## config.mk

```make
export PLATFORM = sky130hd
export DESIGN_NAME = hb_link_monitor
export DESIGN_NICKNAME = d
export VERILOG_FILES = /design/src/rtl/hb_pkg.sv /design/src/rtl/hb_tick_gen.sv /design/src/rtl/hb_port_tracker.sv /design/src/rtl/hb_link_monitor.sv
export SDC_FILE = /design/constraint.sdc
export NUM_CORES = 1
export LEC_CHECK = 0
export ABC_AREA = 0
export CAP_MARGIN = 25
export CORE_ASPECT_RATIO = 0.9
export CORE_MARGIN = 2
export CORE_UTILIZATION = 32
export DETAILED_ROUTE_END_ITERATION = 10
export PLACE_DENSITY = 0.57
export SYNTH_ARGS = -nofsm -noshare
export SYNTH_HDL_FRONTEND = slang
export SYNTH_HIERARCHICAL = 1
export SYNTH_SLANG_ARGS = --single-unit
export TNS_END_PERCENT = 100
```

## constraint.sdc

```tcl
create_clock -name clk -period 4.7 [get_ports clk]
set_clock_uncertainty 0.2 [all_clocks]
set_input_delay 1.41 -clock clk [delete_from_list [all_inputs] [get_ports clk]]
set_output_delay 1.41 -clock clk [all_outputs]
set_load 0.05 [all_outputs]
```

## src/rtl/hb_pkg.sv

```systemverilog
package hb_pkg;
  typedef enum logic {ST_MON, ST_WAIT} hb_state_e;

  // True when one more tick makes the count reach the limit (limit 0 acts as 1).
  function automatic logic hb_reached(input logic [31:0] cnt, input logic [31:0] lim);
    logic [32:0] eff;
    eff = (lim == 32'd0) ? 33'd1 : {1'b0, lim};
    return ({1'b0, cnt} + 33'd1) >= eff;
  endfunction
endpackage

```

## src/rtl/hb_tick_gen.sv

```systemverilog
module hb_tick_gen #(
  parameter int PRESCALE = 16
) (
  input  logic clk,
  input  logic rst_n,
  output logic tick
);
  generate
    if (PRESCALE <= 1) begin : g_every
      assign tick = 1'b1;
    end else begin : g_div
      localparam int PW = $clog2(PRESCALE);
      localparam logic [PW-1:0] LAST = PW'(PRESCALE - 1);
      logic [PW-1:0] pcnt;
      always_ff @(posedge clk) begin
        if (!rst_n)            pcnt <= '0;
        else if (pcnt == LAST) pcnt <= '0;
        else                   pcnt <= pcnt + PW'(1);
      end
      assign tick = (pcnt == LAST);
    end
  endgenerate
endmodule

```

## src/rtl/hb_port_tracker.sv

```systemverilog
module hb_port_tracker
  import hb_pkg::*;
#(
  parameter int TW = 8
) (
  input  logic          clk,
  input  logic          rst_n,
  input  logic          tick,
  input  logic [TW-1:0] idle_limit,
  input  logic [TW-1:0] reply_window,
  input  logic          act,
  input  logic          hb_valid,
  input  logic          hb_is_reply,
  input  logic          send_ack,
  input  logic          fail_clr,
  output logic          send_req,
  output logic          send_is_reply,
  output logic          fail,
  output logic          reply_ok,
  output logic          fail_set
);
  hb_state_e     state;
  logic [TW-1:0] cnt;
  logic          rep_pend, probe_pend, busy, busy_rep;
  logic          peer_req, probe_inflight, idle_fire, slot_free;
  logic          load, load_rep, load_probe;

  always_comb begin
    reply_ok       = hb_valid & hb_is_reply & (state == ST_WAIT);
    peer_req       = hb_valid & ~hb_is_reply;
    probe_inflight = probe_pend | (busy & ~busy_rep);
    idle_fire      = (state == ST_MON) & ~act & tick &
                     hb_reached(32'(cnt), 32'(idle_limit));
    fail_set       = (state == ST_WAIT) & ~reply_ok & ~probe_inflight & tick &
                     hb_reached(32'(cnt), 32'(reply_window));
    slot_free      = ~busy | send_ack;
    load           = slot_free & (rep_pend | probe_pend);
    load_rep       = load & rep_pend;
    load_probe     = load & ~rep_pend & probe_pend;
  end

  always_ff @(posedge clk) begin
    if (!rst_n) begin
      state <= ST_MON;
      cnt   <= '0;
    end else if (state == ST_MON) begin
      if (act)            cnt <= '0;
      else if (idle_fire) begin
        state <= ST_WAIT;
        cnt   <= '0;
      end else if (tick)  cnt <= cnt + TW'(1);
    end else begin
      if (reply_ok || fail_set) begin
        state <= ST_MON;
        cnt   <= '0;
      end else if (tick && !probe_inflight) cnt <= cnt + TW'(1);
    end
  end

  always_ff @(posedge clk) begin
    if (!rst_n) begin
      rep_pend   <= 1'b0;
      probe_pend <= 1'b0;
      busy       <= 1'b0;
      busy_rep   <= 1'b0;
      fail       <= 1'b0;
    end else begin
      rep_pend   <= (rep_pend & ~load_rep) | peer_req;
      probe_pend <= (probe_pend & ~load_probe) | idle_fire;
      if (load) begin
        busy     <= 1'b1;
        busy_rep <= rep_pend;
      end else if (send_ack) begin
        busy     <= 1'b0;
      end
      if (fail_set)                  fail <= 1'b1;
      else if (reply_ok || fail_clr) fail <= 1'b0;
    end
  end

  assign send_req      = busy;
  assign send_is_reply = busy_rep;
endmodule

```

## src/rtl/hb_link_monitor.sv

```systemverilog
module hb_link_monitor #(
  parameter int NPORTS   = 4,
  parameter int TW       = 8,
  parameter int PRESCALE = 16
) (
  input  logic              clk,
  input  logic              rst_n,
  input  logic [TW-1:0]     idle_limit,
  input  logic [TW-1:0]     reply_window,
  input  logic [NPORTS-1:0] rx_act,
  input  logic [NPORTS-1:0] tx_act,
  input  logic [NPORTS-1:0] hb_rx_valid,
  input  logic [NPORTS-1:0] hb_rx_is_reply,
  input  logic [NPORTS-1:0] send_ack,
  input  logic [NPORTS-1:0] fail_clr,
  input  logic [NPORTS-1:0] irq_en,
  output logic [NPORTS-1:0] send_req,
  output logic [NPORTS-1:0] send_is_reply,
  output logic [NPORTS-1:0] fail_status,
  output logic              irq
);
  logic              tick;
  logic [NPORTS-1:0] reply_ok;
  logic [NPORTS-1:0] fail_set;

  hb_tick_gen #(.PRESCALE(PRESCALE)) tick_i (
    .clk(clk), .rst_n(rst_n), .tick(tick)
  );

  for (genvar p = 0; p < NPORTS; p++) begin : g_port
    hb_port_tracker #(.TW(TW)) trk_i (
      .clk          (clk),
      .rst_n        (rst_n),
      .tick         (tick),
      .idle_limit   (idle_limit),
      .reply_window (reply_window),
      .act          (rx_act[p] | tx_act[p]),
      .hb_valid     (hb_rx_valid[p]),
      .hb_is_reply  (hb_rx_is_reply[p]),
      .send_ack     (send_ack[p]),
      .fail_clr     (fail_clr[p]),
      .send_req     (send_req[p]),
      .send_is_reply(send_is_reply[p]),
      .fail         (fail_status[p]),
      .reply_ok     (reply_ok[p]),
      .fail_set     (fail_set[p])
    );
  end

  assign irq = |(fail_status & irq_en);
endmodule

```

==> flow_summary.yaml, run 1 <==
cells_and_area:
  fin_util_pct: 40.2
  post_route_cells_drive_above_1_share_pct: 9.16
  area_growth_syn_to_layout_pct: 22.3
  filler_cell_count: 1571
  insertedDiodeCount: 0
  nNetsFinal: 798
  final_area_um2: 6240
worst_setup_path:
  cp_data_arrival_time_ns: 2.46
  worstSetupStartpointType: "primary input"
  critical_path.endpoint_type: "primary output"
  worstSetupStartpoint: "irq_en[2]"
  critical_path_class: "in -> out"
  worst-r2r-setup-slack_ns: 1.39
  timing.critical_path.fanout_max: 1
  worstPathRequired_ns: 3.09
  reg2reg_from: "g_port[0].trk_i/cnt[0]$_SDFFE_PN0P_"
yosys:
  synthesis.nets: 734
  postSynthAreaPerCell_um2: 8.24
  synth_ff_type: "sky130_fd_sc_hd__dfxtp_1"
  number_of_synthesized_flops_with_an_enable_pin: 0
  post_synth_inst_count: 619
  yosys_register_bits: 60
  yosysSeqAreaShare_pct: 23.6
  yosysWarnings: 6
  postSynth.asyncResetShare_pct: 0
  most_numerous_cell_types_in_the_synthesized_netlist: "69 x sky130_fd_sc_hd__ha_1, 68 x sky130_fd_sc_hd__inv_1, 60 x sky130_fd_sc_hd__dfxtp_1, 47 x sky130_fd_sc_hd__nor2_1, 46 x sky130_fd_sc_hd__nand2_1"
  synth.lib_cells_used.distinct: 59
  synthesis.area_um2: 5100
  synthDominantAreaCellType: "sky130_fd_sc_hd__dfxtp_1"
  yosys.cell_count.top_type: "sky130_fd_sc_hd__ha_1"
  yosys-top-cells-area: "sky130_fd_sc_hd__dfxtp_1 24%, sky130_fd_sc_hd__ha_1 17%, sky130_fd_sc_hd__inv_1 5.0%"
  yosys.area.top_type_share_pct: 23.6
floorplan:
  die_area_um2: 17000
  floorplan.io_pins: 59
  chipHeight_um: 124
  chipWidth_um: 137
  std_cell_rows: 43
  floorplan.initialDensity_pct: 32.9
  core_region_area_um2: 15500
clock_tree:
  cts_tree: "done"
  path_clk_slew_ns: 0.05
  clkSinkCount: 60
  cts.root.buffer_cell: "sky130_fd_sc_hd__clkbuf_16"
  cts_htree_levels: 3
  postCtsSetupBuffers: 0
  clk_path_buf_depth: 2
  holdBufCountCts: 0
  clk-insertion-delay-late_ns: 0.34
  cts_resized: 0
  cts_made_buffers: 9
global_route:
  first_global_vias: 4374
  grt_max_degree: 47
  gr-total-overflow: 0
  grt_pass1_wl_um: 20800
  groute.usage.overall_pct: 15.7
  number_of_antenna_violations_at_the_first_check_in_global_routing: 0
detailed_routing:
  remaining_antenna_violation_count: 0
  wl_per_cell_um: 14.3
  wl_um: 12700
  detailroute.via_count: 4544
  detail_route.first_pass.iterations: 6
  drt_iter0_markers: 292
  detail_route.vias_per_cell: 5.11
  drc: 0
power_and_ir_drop:
  power.ir.vdd_worst_mv: 0.282
  p_leak_nw: 2.78
  cellPowerDensity_nw_per_um2: 240
place:
  dpl.hpwl_um: 9920
  placed_area_um2: 5900
  port-buffer-count: 58
  pre_cts_slack_ns: 0.298
  gpl.final_weighted_congestion: 0.784
min_path:
  class_of_the_worst_hold_path: "reg -> reg"
  hp-start: "tick_i/g_div.pcnt[0]$_SDFF_PP0_"
timing:
  timing_hold_violations_final: 0
  final.period_utilization_pct: 86.6
  min_period_ns: 4.07
  clock.fmax_mhz: 246
  actual_transition_at_the_worst_max_transition_pin_ns: 0.931
  slew-limit-headroom_pct: 38.0
  report.final.setup_viol: 0
  fin_hold_ws_ns: 0.263
  postLayoutSetupSlackWorst_ns: 0.630
  unrepaired_setup_endpoints_after_global_routing: "false"
  totalNegativeSetupSlack_ns: 0
  maxSlewViolCount: 0
flow_run:
  drv.max_cap_violation_count: 0
status:
  outcome: "completed"
-- critical path, stage by stage --
cell	delay, ns
sky130_fd_sc_hd__clkdlybuf4s50_1	0.40
sky130_fd_sc_hd__a22oi_1	0.35
sky130_fd_sc_hd__nand2_1	0.09
sky130_fd_sc_hd__buf_4	0.20
-- placed cells by master (no fill, tap or decap), types with 12 or more instances in the layout --
cell	n
sky130_fd_sc_hd__xor2_1	12
sky130_fd_sc_hd__o21ai_0	37
sky130_fd_sc_hd__clkdlybuf4s50_1	56
sky130_fd_sc_hd__nor2_1	47
sky130_fd_sc_hd__xnor2_1	25
sky130_fd_sc_hd__ha_1	69
sky130_fd_sc_hd__nand2_1	46
sky130_fd_sc_hd__a21oi_1	29
sky130_fd_sc_hd__nand3_1	21
sky130_fd_sc_hd__dfxtp_1	60
sky130_fd_sc_hd__nor2b_1	29
sky130_fd_sc_hd__inv_1	68
-- layout make-up --
type / count / area (um^2) / share of cell area [%]
Clock buffer: 12 / 267 / 4.27
Clock inverter: 4 / 70.1 / 1.12
Inverter: 68 / 255 / 4.09
Multi-Input combinational cell: 482 / 3590 / 57.6
Sequential cell: 60 / 1200 / 19.3
Tap cell: 202 / 253 / 4.05
Timing Repair Buffer: 62 / 601 / 9.63
-- per-stage QoR --
step | instances | power (mW)
floorplan | 619 | 0.670
global placement | 873 | 0.755
detailed placement | 874 | 0.763
CTS | 890 | 1.52
global route | 890 | 1.57
finish | 890 | 1.50
-- kinds of logic after synthesis --
kind of cell / count (synthesis) / share of synthesized area (%)
AO/OA/AOI/OAI: 140 / 19.2
flip-flops: 60 / 23.6
buffers and inverters: 77 / 6.04
XOR/XNOR: 40 / 7.31
adder cells (fa/ha/maj): 69 / 16.9
AND/OR/NAND/NOR: 233 / 27.0
-- routing by layer --
layer	track usage, %	share of wire, %
met2	25.9	47
met4	4.32	1.7
met5	0	0
met3	3.95	4.7
met1	20.3	47
-- flip-flops by register name, indices dropped and copies added, names as in the netlist --
name                        count
g_port.trk_i/rep_pend           4
g_port.trk_i/send_req           4
g_port.trk_i/probe_pend         4
g_port.trk_i/send_is_reply      4
g_port.trk_i/fail               4
g_port.trk_i/state              4
g_port.trk_i/cnt               32
tick_i/g_div.pcnt               4
-- where the power goes --
group          switching (mW)  internal, mW
clock                   0.240         0.505
combinational           0.120        0.0989
sequential             0.0133         0.521
total                   0.373          1.12
-- final timing paths --
path                                                            end  cells past startpoint
worst max register to register  g_port[0].trk_i/cnt[2]$_SDFFE_PN0P_                     11
worst min-delay path                tick_i/g_div.pcnt[0]$_SDFF_PP0_                      1
worst min register to register      tick_i/g_div.pcnt[0]$_SDFF_PP0_                      1
worst max-delay path                                            irq                      4
(Power assumes the default switching activity.)
==> run 2, diff against run 1 <==
CTS_BUF_LIST = sky130_fd_sc_hd__clkbuf_8   (was not set)
HOLD_SLACK_MARGIN = 0.05   (was not set)
==> flow_summary.yaml, run 2 (same netlist as run 1, synthesis figures left out) <==
power_and_ir_drop:
  switchingPower_mw: 0.352
  p_leak_nw: 2.73
  power_report.internal_total_mw: 0.959
  power.sequential.fraction_pct: 40.7
  cellPowerDensity_nw_per_um2: 214
  clkPwrFrac_pct: 42.6
  combPwrFrac_pct: 16.7
  power_switching_share_pct: 26.8
  power.ir.vdd_worst_mv: 0.124
timing:
  maxSlewViolCount: 0
  min_period_ns: 4.07
  final.period_utilization_pct: 86.5
  report.final.setup_viol: 0
  postLayoutSetupSlackWorst_ns: 0.634
  timing_hold_violations_final: 0
  clock.fmax_mhz: 246
  actual_transition_at_the_worst_max_transition_pin_ns: 0.916
  totalNegativeSetupSlack_ns: 0
  fin_hold_ws_ns: 0.266
  unrepaired_setup_endpoints_after_global_routing: "false"
  slew-limit-headroom_pct: 38.9
clock_tree:
  clk_path_buf_depth: 2
  postCtsSetupBuffers: 0
  holdBufCountCts: 0
  path_clk_slew_ns: 0.06
  clk-insertion-delay-late_ns: 0.37
  cts_made_buffers: 9
  cts_tree: "done"
  cts_htree_levels: 3
  cts.root.buffer_cell: "sky130_fd_sc_hd__clkbuf_8"
  cts_resized: 0
  clkSinkCount: 60
floorplan:
  std_cell_rows: 43
  chipWidth_um: 137
  core_region_area_um2: 15500
  chipHeight_um: 124
  floorplan.io_pins: 59
  die_area_um2: 17000
  floorplan.initialDensity_pct: 32.9
worst_setup_path:
  critical_path.endpoint_type: "primary output"
  worstRegToRegCells: 11
  timing.critical_path.fanout_max: 1
  reg2reg_from: "g_port[0].trk_i/cnt[0]$_SDFFE_PN0P_"
  worstSetupStartpoint: "irq_en[2]"
  critical_path_class: "in -> out"
  reg2reg_to: "g_port[0].trk_i/cnt[2]$_SDFFE_PN0P_"
  cp_data_arrival_time_ns: 2.46
  worst-r2r-setup-slack_ns: 1.40
  worstSetupStartpointType: "primary input"
  cp-endpoint: "irq"
  worstPathRequired_ns: 3.09
place:
  pre_cts_slack_ns: 0.298
  gpl.final_weighted_congestion: 0.784
  dpl.hpwl_um: 9920
  port-buffer-count: 58
detailed_routing:
  drc: 0
  remaining_antenna_violation_count: 0
  wl_um: 12600
  detail_route.first_pass.iterations: 4
  detailroute.via_count: 4537
  wl_per_cell_um: 14.2
  detail_route.vias_per_cell: 5.10
  drt_iter0_markers: 284
cells_and_area:
  layout.cells.most_common_list: "69 x sky130_fd_sc_hd__ha_1, 68 x sky130_fd_sc_hd__inv_1, 60 x sky130_fd_sc_hd__dfxtp_1, 56 x sky130_fd_sc_hd__clkdlybuf4s50_1, 47 x sky130_fd_sc_hd__nor2_1"
  layout.cells.most_common: "sky130_fd_sc_hd__ha_1"
  area_growth_syn_to_layout_pct: 20.3
  insertedDiodeCount: 0
  largest_register_ffs: 32
  top_register: "g_port.trk_i/cnt"
  seqCellArea_um2: 1200
  fin_util_pct: 39.6
  filler_cell_count: 1579
  area_used_by_multi_input_combinational_logic_um2: 3590
  post_route_cells_drive_above_1_share_pct: 9.16
  nNetsFinal: 798
global_route:
  grt_max_degree: 47
  first_global_vias: 4371
  gr-total-overflow: 0
  number_of_antenna_violations_at_the_first_check_in_global_routing: 0
  groute.usage.overall_pct: 15.7
  grt_pass1_wl_um: 20800
status:
  outcome: "completed"
min_path:
  class_of_the_worst_hold_path: "reg -> reg"
flow_run:
  drv.max_cap_violation_count: 0
[run 2: cell types whose count changed in the layout (fill, tap and decap cells not counted)]
| cell | change |
|---|---|
| sky130_fd_sc_hd__clkbuf_8 | +9 |
| sky130_fd_sc_hd__clkbuf_16 | -9 |
[run 2: how the worst min path moves through the flow]
stage                                             start                                  end  slack, ns  cells after the start
finish                  tick_i/g_div.pcnt[0]$_SDFF_PP0_      tick_i/g_div.pcnt[0]$_SDFF_PP0_       0.27                      1
CTS                     tick_i/g_div.pcnt[0]$_SDFF_PP0_      tick_i/g_div.pcnt[0]$_SDFF_PP0_       0.27                      1
detailed placement      tick_i/g_div.pcnt[0]$_SDFF_PP0_      tick_i/g_div.pcnt[0]$_SDFF_PP0_       0.25                      1
global placement        tick_i/g_div.pcnt[0]$_SDFF_PP0_      tick_i/g_div.pcnt[0]$_SDFF_PP0_       0.24                      1
floorplan               tick_i/g_div.pcnt[0]$_SDFF_PP0_      tick_i/g_div.pcnt[0]$_SDFF_PP0_       0.23                      1
global route        g_port[0].trk_i/cnt[1]$_SDFFE_PN0P_  g_port[0].trk_i/cnt[1]$_SDFFE_PN0P_       0.31                      2
[run 2: cell type report]
cell class | instances | share of cell area, %
Multi-Input combinational cell | 482 | 58.5
Sequential cell | 60 | 19.6
Timing Repair Buffer | 62 | 9.79
Inverter | 68 | 4.16
Tap cell | 202 | 4.12
Clock buffer | 12 | 2.69
Clock inverter | 4 | 1.14
[run 2: worst max-delay path, stage by stage]
cell and delay, ns:
sky130_fd_sc_hd__clkdlybuf4s50_1 0.40, sky130_fd_sc_hd__a22oi_1 0.35, sky130_fd_sc_hd__nand2_1 0.09, sky130_fd_sc_hd__buf_4 0.20
[run 2: routing by layer]
metal	global-route usage (%)	vias up	routed length, um
met3	3.95	17	631
met2	25.7	88	5900
met4	5.09	0	231
met5	0	-	0
li1	-	2317	-
met1	20.2	2115	5870
[run 2: per-stage QoR]
step / power, mW / std cells / instance area [um^2]
floorplan: 0.670 / 619 / 5100
CTS: 1.33 / 890 / 6130
global placement: 0.755 / 873 / 5890
global route: 1.38 / 890 / 6130
finish: 1.31 / 890 / 6130
detailed placement: 0.763 / 874 / 5900
[run 2: power by group through the flow]
stage / Combinational [mW] / Sequential [mW] / Clock [mW]
after CTS: 0.220 / 0.533 / 0.580
after global routing: 0.247 / 0.535 / 0.600
after global placement: 0.211 / 0.544 / 0
after detailed placement: 0.219 / 0.544 / 0
final: 0.219 / 0.533 / 0.558
after floorplan: 0.118 / 0.552 / 0
==> run 3, diff against run 2 <==
CORE_MARGIN = 5   (was 2)
CORE_UTILIZATION = 55   (was 32)
PLACE_DENSITY = 0.86   (was 0.57)
SKIP_CTS_REPAIR_TIMING = 1   (was not set)
==> flow_summary.yaml, run 3 (same netlist as run 1, synthesis figures left out) <==
status:
  outcome: "completed"
cells_and_area:
  insertedDiodeCount: 0
  largest_register_ffs: 32
  filler_cell_count: 749
  layout.cells.most_common_list: "69 x sky130_fd_sc_hd__ha_1, 68 x sky130_fd_sc_hd__inv_1, 60 x sky130_fd_sc_hd__dfxtp_1, 56 x sky130_fd_sc_hd__clkdlybuf4s50_1, 47 x sky130_fd_sc_hd__nor2_1"
  top_register: "g_port.trk_i/cnt"
  area_growth_syn_to_layout_pct: 18.1
  nNetsFinal: 797
  seqCellArea_um2: 1200
  layout.cells.most_common: "sky130_fd_sc_hd__ha_1"
  post_route_cells_drive_above_1_share_pct: 9.02
  post_layout_nonfiller_instances: 809
  area_used_by_multi_input_combinational_logic_um2: 3590
floorplan:
  floorplan.initialDensity_pct: 56.1
  core_region_area_um2: 9080
  chipHeight_um: 101
  chipWidth_um: 111
  die_area_um2: 11300
  std_cell_rows: 33
  floorplan.io_pins: 59
worst_setup_path:
  critical_path_class: "in -> out"
  worstSetupStartpoint: "irq_en[0]"
  critical_path.endpoint_type: "primary output"
  worst-r2r-setup-slack_ns: 1.42
  reg2reg_to: "g_port[0].trk_i/cnt[1]$_SDFFE_PN0P_"
  worstPathRequired_ns: 3.09
  cp_data_arrival_time_ns: 2.40
  worstRegToRegCells: 11
  worstSetupStartpointType: "primary input"
  timing.critical_path.fanout_max: 1
  reg2reg_from: "g_port[0].trk_i/cnt[0]$_SDFFE_PN0P_"
clock_tree:
  path_clk_slew_ns: 0.07
  clk_path_buf_depth: 2
  clkSinkCount: 60
  cts_made_buffers: 9
  cts.root.buffer_cell: "sky130_fd_sc_hd__clkbuf_8"
  cts_htree_levels: 3
  clk-insertion-delay-late_ns: 0.35
  cts_tree: "done"
place:
  port-buffer-count: 58
  gpl.final_weighted_congestion: 0.882
  dpl.hpwl_um: 9760
  placed_cells_incl_taps: 792
  pre_cts_slack_ns: 0.403
global_route:
  groute.usage.overall_pct: 23.1
  grt_max_degree: 55
  gr-total-overflow: 0
  first_global_vias: 4685
  number_of_antenna_violations_at_the_first_check_in_global_routing: 0
  grt_pass1_wl_um: 21400
detailed_routing:
  drc: 0
  detailroute.via_count: 4672
  drt_iter0_markers: 240
  detail_route.vias_per_cell: 5.78
  remaining_antenna_violation_count: 0
  wl_um: 12600
  detail_route.first_pass.iterations: 5
  wl_per_cell_um: 15.6
timing:
  timing_hold_violations_final: 0
  maxSlewViolCount: 0
  clock.fmax_mhz: 249
  postLayoutSetupSlackWorst_ns: 0.688
  actual_transition_at_the_worst_max_transition_pin_ns: 0.984
  report.final.setup_viol: 0
  slew-limit-headroom_pct: 34.4
  unrepaired_setup_endpoints_after_global_routing: "false"
  totalNegativeSetupSlack_ns: 0
  min_period_ns: 4.01
  final.period_utilization_pct: 85.4
power_and_ir_drop:
  p_leak_nw: 2.72
  cellPowerDensity_nw_per_um2: 216
  power_mw: 1.30
  power.ir.vdd_worst_mv: 0.174
min_path:
  hold-path-cell-count: 1
  timing.hold.worst_endpoint: "tick_i/g_div.pcnt[0]$_SDFF_PP0_"
  hp-start: "tick_i/g_div.pcnt[0]$_SDFF_PP0_"
  class_of_the_worst_hold_path: "reg -> reg"
flow_run:
  drv.max_cap_violation_count: 0
run 3: cell types whose count changed in the layout (fill, tap and decap cells not counted):
cell	change
sky130_fd_sc_hd__buf_4	-3
sky130_fd_sc_hd__buf_2	+2
run 3: power by group:
group	internal, mW	switching [mW]	total [mW]
combinational	0.0988	0.121	0.220
clock	0.340	0.206	0.545
sequential	0.520	0.0136	0.533
run 3: layout make-up:
cell class	instances	area share [%]
clock buffer	12	2.74
clock inverter	4	1.16
inverter	68	4.24
multi-input combinational	482	59.6
sequential	60	19.9
tap	122	2.53
timing repair buffer	61	9.77
run 3: per-layer routing:
layer  routed length [um]  share of wire [%]  GRT usage (%)  up-vias
met3                  778                6.2           5.73       40
li1                     -                  -              -     2308
met2                 6140                 49           40.8      161
met5                    0                  0              0        -
met1                 5280                 42           26.8     2163
met4                  410                3.3           10.5        0
run 3: through the flow:
stage          hold WS [ns]  utilization, %  instance area (um^2)
2_1_floorplan         0.230               -                  5100
6_report              0.279            66.3                  6020
4_1_cts               0.281            66.2                  6020
3_5_place_dp          0.265            63.7                  5780
3_3_place_gp          0.246            63.5                  5770
5_1_grt               0.296            66.3                  6020
run 3: how the worst max path moves through the flow:
stage,to,slack (ns),depth (start not counted)
after detailed placement,g_port[0].trk_i/cnt[0]$_SDFFE_PN0P_,0.40,10
after global routing,g_port[0].trk_i/cnt[3]$_SDFFE_PN0P_,0.62,10
final,irq,0.69,4
after global placement,g_port[0].trk_i/cnt[1]$_SDFFE_PN0P_,0.52,10
after floorplan,irq,1.22,2
after CTS,irq,0.67,4
run 3: worst max-delay path: stages:
cell	delay, ns
sky130_fd_sc_hd__clkdlybuf4s50_1	0.43
sky130_fd_sc_hd__a22oi_1	0.28
sky130_fd_sc_hd__nand2_1	0.09
sky130_fd_sc_hd__buf_4	0.19
